### config.mk
export PLATFORM = sky130hd
export DESIGN_NAME = serial_reg_master
export DESIGN_NICKNAME = d
export VERILOG_FILES = /design/src/rtl/serial_reg_master.sv
export SDC_FILE = /design/constraint.sdc
export NUM_CORES = 1
export LEC_CHECK = 0
export BUFFER_PORTS_ARGS = -buffer_cell sky130_fd_sc_hd__clkbuf_2
export CAP_MARGIN = 20
export CORE_UTILIZATION = 50
export CTS_BUF_LIST = sky130_fd_sc_hd__clkbuf_8 sky130_fd_sc_hd__clkbuf_16
export CTS_CLUSTER_SIZE = 8
export DETAILED_ROUTE_END_ITERATION = 7
export PLACE_DENSITY = 0.77
export SLEW_MARGIN = 40
export SYNTH_ARGS = -nofsm -noshare
export SYNTH_HDL_FRONTEND = slang
export SYNTH_SLANG_ARGS = --single-unit
### constraint.sdc
create_clock -name clk -period 2.6 [get_ports clk]
set_clock_uncertainty 0.15 [all_clocks]
set_input_delay 0.65 -clock clk [delete_from_list [all_inputs] [get_ports clk]]
set_output_delay 0.65 -clock clk [all_outputs]
set_load 0.01 [all_outputs]
### src/rtl/serial_reg_master.sv
module serial_reg_master #(
  parameter int DIV_W  = 8,
  parameter int ADDR_W = 8,
  parameter int DATA_W = 32
) (
  input  logic              clk,
  input  logic              rst_n,
  input  logic [DIV_W-1:0]  half_period,
  input  logic              start,
  input  logic              wr,
  input  logic [ADDR_W-1:0] addr,
  input  logic [DATA_W-1:0] wdata,
  output logic              busy,
  output logic              done,
  output logic [DATA_W-1:0] rdata,
  output logic              ser_clk,
  output logic              ser_dout,
  output logic              ser_strb_n,
  input  logic              ser_din
);
  localparam int CW = $clog2(DATA_W);

  typedef enum logic [2:0] {S_IDLE, S_DATA, S_ADDR, S_CMD, S_RDIN, S_DONE} state_t;

  state_t            state;
  logic              wr_q;
  logic [ADDR_W-1:0] addr_q;
  logic [DATA_W-1:0] sh;
  logic [CW-1:0]     bits;
  logic [DIV_W-1:0]  cnt;
  logic [DIV_W-1:0]  hp;
  logic              tick;
  logic              bit_end;

  assign hp      = (half_period == '0) ? DIV_W'(1) : half_period;
  assign tick    = (cnt == hp - DIV_W'(1));
  assign bit_end = tick && ser_clk;

  assign busy       = (state != S_IDLE);
  assign done       = (state == S_DONE);
  assign ser_strb_n = (state != S_CMD);
  assign ser_dout   = (state == S_DATA || state == S_ADDR) ? sh[DATA_W-1] :
                      (state == S_CMD) ? wr_q : 1'b0;

  always_ff @(posedge clk or negedge rst_n) begin
    if (!rst_n) begin
      state   <= S_IDLE;
      wr_q    <= 1'b0;
      addr_q  <= '0;
      sh      <= '0;
      bits    <= '0;
      cnt     <= '0;
      ser_clk <= 1'b0;
      rdata   <= '0;
    end else begin
      case (state)
        S_IDLE: begin
          cnt     <= '0;
          ser_clk <= 1'b0;
          if (start) begin
            wr_q   <= wr;
            addr_q <= addr;
            if (wr) begin
              state <= S_DATA;
              sh    <= wdata;
              bits  <= CW'(DATA_W - 1);
            end else begin
              state <= S_ADDR;
              sh    <= {addr, {(DATA_W-ADDR_W){1'b0}}};
              bits  <= CW'(ADDR_W - 1);
            end
          end
        end
        S_DONE: state <= S_IDLE;
        default: begin
          cnt <= tick ? '0 : cnt + DIV_W'(1);
          if (tick) ser_clk <= ~ser_clk;
          if (tick && !ser_clk && state == S_RDIN)
            rdata <= {rdata[DATA_W-2:0], ser_din};
          if (bit_end) begin
            if (bits != '0) begin
              bits <= bits - CW'(1);
              sh   <= {sh[DATA_W-2:0], 1'b0};
            end else begin
              case (state)
                S_DATA: begin
                  state <= S_ADDR;
                  sh    <= {addr_q, {(DATA_W-ADDR_W){1'b0}}};
                  bits  <= CW'(ADDR_W - 1);
                end
                S_ADDR: state <= S_CMD;
                S_CMD: begin
                  state <= wr_q ? S_DONE : S_RDIN;
                  bits  <= CW'(DATA_W - 1);
                end
                default: state <= S_DONE;
              endcase
            end
          end
        end
      endcase
    end
  end
endmodule

==> impl_metrics.json <==
{
  "peakVddDrop_v": 0.000308,
  "gp_congestion": 0.812,
  "worstReg2RegEnd": "sh[29]",
  "routed_wirelength_mm": 12.3,
  "grt_pass1_wl_mm": 19.0,
  "setup_ws_ns": -0.340,
  "diodes": 0,
  "path_clk_slew_ns": 0.11,
  "synthArstFlopShare_pct": 100,
  "antenna_found_initial": 0,
  "totalPowerFinal_uw": 4060,
  "postSynthCellCount": 417,
  "dpl.cell_count": 630,
  "routed-via-count": 3905,
  "cts_buffers": 9,
  "grt_pass1_vias": 3888,
  "hold_path_class": "input port to async pin",
  "crit_arrival_ns": 3.06,
  "synth-seq-area-share_pct": 49.1,
  "finalHoldViolations": 0,
  "final.setup.tns_ns": -17.52,
  "fin_nets": 612,
  "yosys.area.top_type_share_pct": 49.1,
  "drv_slew": 0,
  "initial_core_util_pct": 52.1,
  "yosys.area.top_type": "dfrtp_1",
  "die_area_um2": 9560,
  "syn-num-nets": 473,
  "ant_nets": 0,
  "tritoncts": "done",
  "cts_root_buf": "clkbuf_8",
  "finalSetupViolations": 71,
  "io_buffers": 89,
  "timing.rr.start": "cnt[3]",
  "crit_fanout": 8,
  "rsz0062_at_grt": "true",
  "period_minus_slack_ns": 2.94,
  "cap_violations": 0,
  "grt.overflow.total": 0,
  "grt_usage_pct": 25.3,
  "fillCellCount": 633,
  "synth_cell_types": 50,
  "ys.flop_type": "dfrtp_1",
  "fin_crit_sh_pct": 113,
  "critical_path_class": "input port to register",
  "ioPinCount": 90,
  "end_kind": "register",
  "slew-limit-headroom_pct": 62.0,
  "layoutNonFillerInstCount": 669,
  "fmax_mhz": 340,
  "htreeDepth": 3,
  "cellPowerDensity_nw_per_um2": 642,
  "ys_top_cells_by_count": "dfrtp_1 (90), nor2_1 (42), a21oi_1 (34)",
  "synth_area_per_cell_um2": 11.0,
  "first_pass_iters": 8,
  "syn_area_um2": 4590,
  "grt_max_degree": 43,
  "core_um2": 8810,
  "rr_worst_depth": 9,
  "crit_end": "rdata[26]",
  "clk_latency_ns": 0.37,
  "die_w_um": 97.8,
  "ys_ff_latch": 90,
  "leakage_uw": 0.00294,
  "cp-start-kind": "input port",
  "whs_ns": 0.0965,
  "synth_edf_count": 0,
  "ff2ff_setup_slack_ns": -0.05,
  "drtIter0Drc": 272,
  "num_rows": 34,
  "dpl.hpwl_mm": 7.10,
  "area_growth_pct": 38.0,
  "clockBufferDepth": 2,
  "drc": 12,
  "via_per_inst": 5.84,
  "startpoint": "half_period[5]",
  "cts.sinks": 90,
  "required_ns": 2.72,
  "outcome": "finished, violations left",
  "synth_area_leaders": "dfrtp_1 (49%), mux2_4 (9.8%), mux2_2 (4.9%)",
  "final_util_pct": 71.9,
  "failed_checks": "DRC, setup timing",
  "wl_per_cell_um": 18.4,
  "yosys_warnings": 0,
  "drive_gt1_share_pct": 52.6,
  "tightest_slew_ns": 0.570,
  "synth.most_common_cell": "dfrtp_1",
  "fp.dieH_um": 97.8
}
[placed cells by master, fill, tap and decap left out, types with 6 or more instances in the layout]
| cell type | instances |
|---|---|
| buf_4 | 48 |
| xor2_1 | 9 |
| clkbuf_8 | 10 |
| a31oi_1 | 10 |
| a22oi_1 | 23 |
| nor2_1 | 22 |
| clkbuf_2 | 85 |
| dfrtp_1 | 90 |
| buf_6 | 7 |
| nand2_1 | 26 |
| a21oi_1 | 12 |
| nor2_4 | 16 |
| nor2b_1 | 11 |
| a211oi_1 | 10 |
| a21oi_2 | 22 |
| inv_1 | 11 |
| nor2_2 | 6 |
| mux2_4 | 40 |
| xnor2_1 | 6 |
| mux2_2 | 10 |
[power by group]
part	internal (uW)	switching, uW	leakage [uW]
combinational	648	588	0.00169
clock	374	574	0.0000955
sequential	1630	248	0.00116
[worst min path at each step]
| stage | startpoint | end | slack, ns |
|---|---|---|---|
| floorplan | rst_n | async pin | 0.20 |
| global placement | wr_q | wr_q | 0.34 |
| detailed placement | wr_q | wr_q | 0.34 |
| finish | rst_n | rdata[4] | 0.1 |
| global route | rst_n | rdata[4] | 0.14 |
| CTS | rst_n | rdata[4] | 0.12 |
[metrics by stage]
step / setup WS (ns) / cell area, um2
3_5_place_dp: -0.745 / 5420
2_1_floorplan: -0.462 / 4630
3_3_place_gp: -0.632 / 5420
6_report: -0.340 / 6330
4_1_cts: -0.309 / 6050
5_1_grt: -0.414 / 6330
[area by class of cell]
cell class              count  area, um2  share of cell area (%)
multi-input cells         290       2560                    40.5
flip-flops and latches     90       2250                    35.6
repair buffers            153       1140                    18.0
well taps                 108        135                    2.13
clock buffers               9        124                    1.96
clock inverters             7       70.1                    1.11
inverters                  12       45.0                   0.712
[kinds of logic after synthesis]
kind of cell / after synthesis / synth area share (%)
compound gates: 105 / 15.4
xor+xnor: 16 / 3.05
fa+ha+maj: 3 / 0.818
buf+inv: 37 / 4.44
flops: 90 / 49.1
mux: 52 / 15.2
simple gates: 114 / 12.0
[sequential cells by signal, summed over array words and instances, names as in the netlist, named ones only]
signal and flops:
state 2, bits 5, sh 32, cnt 8
wr_q 1, ser_clk 1, rdata 32, addr_q 8
[per-layer routing]
layer / up-vias / global-route usage, % / wire length, um
li1: 1786 / - / -
met1: 1973 / 33.7 / 5200
met2: 129 / 42.0 / 6340
met3: 17 / 4.22 / 573
met4: 0 / 9.09 / 179
met5: - / 0 / 0
[timing repair]
action,4_1_cts,5_1_grt
setup buffers,15,12
gates cloned,5,2
resized for setup,46,77
endpoints found under the hold margin,0,0
hold buffers,0,0
endpoints found under the setup margin,78,83
pin swaps,10,13
[critical path, stage by stage]
cell,delay (ns)
buf_8,0.10
nor4_4,0.30
a21oi_2,0.13
ha_4,0.20
xor2_2,0.15
xnor2_1,0.22
o2111ai_2,0.17
nand2b_4,0.19
nor2_4,0.11
and3_4,0.26
buf_12,0.13
buf_16,0.14
mux2_4,0.30
No activity file was read; power rests on OpenSTA's default activity.
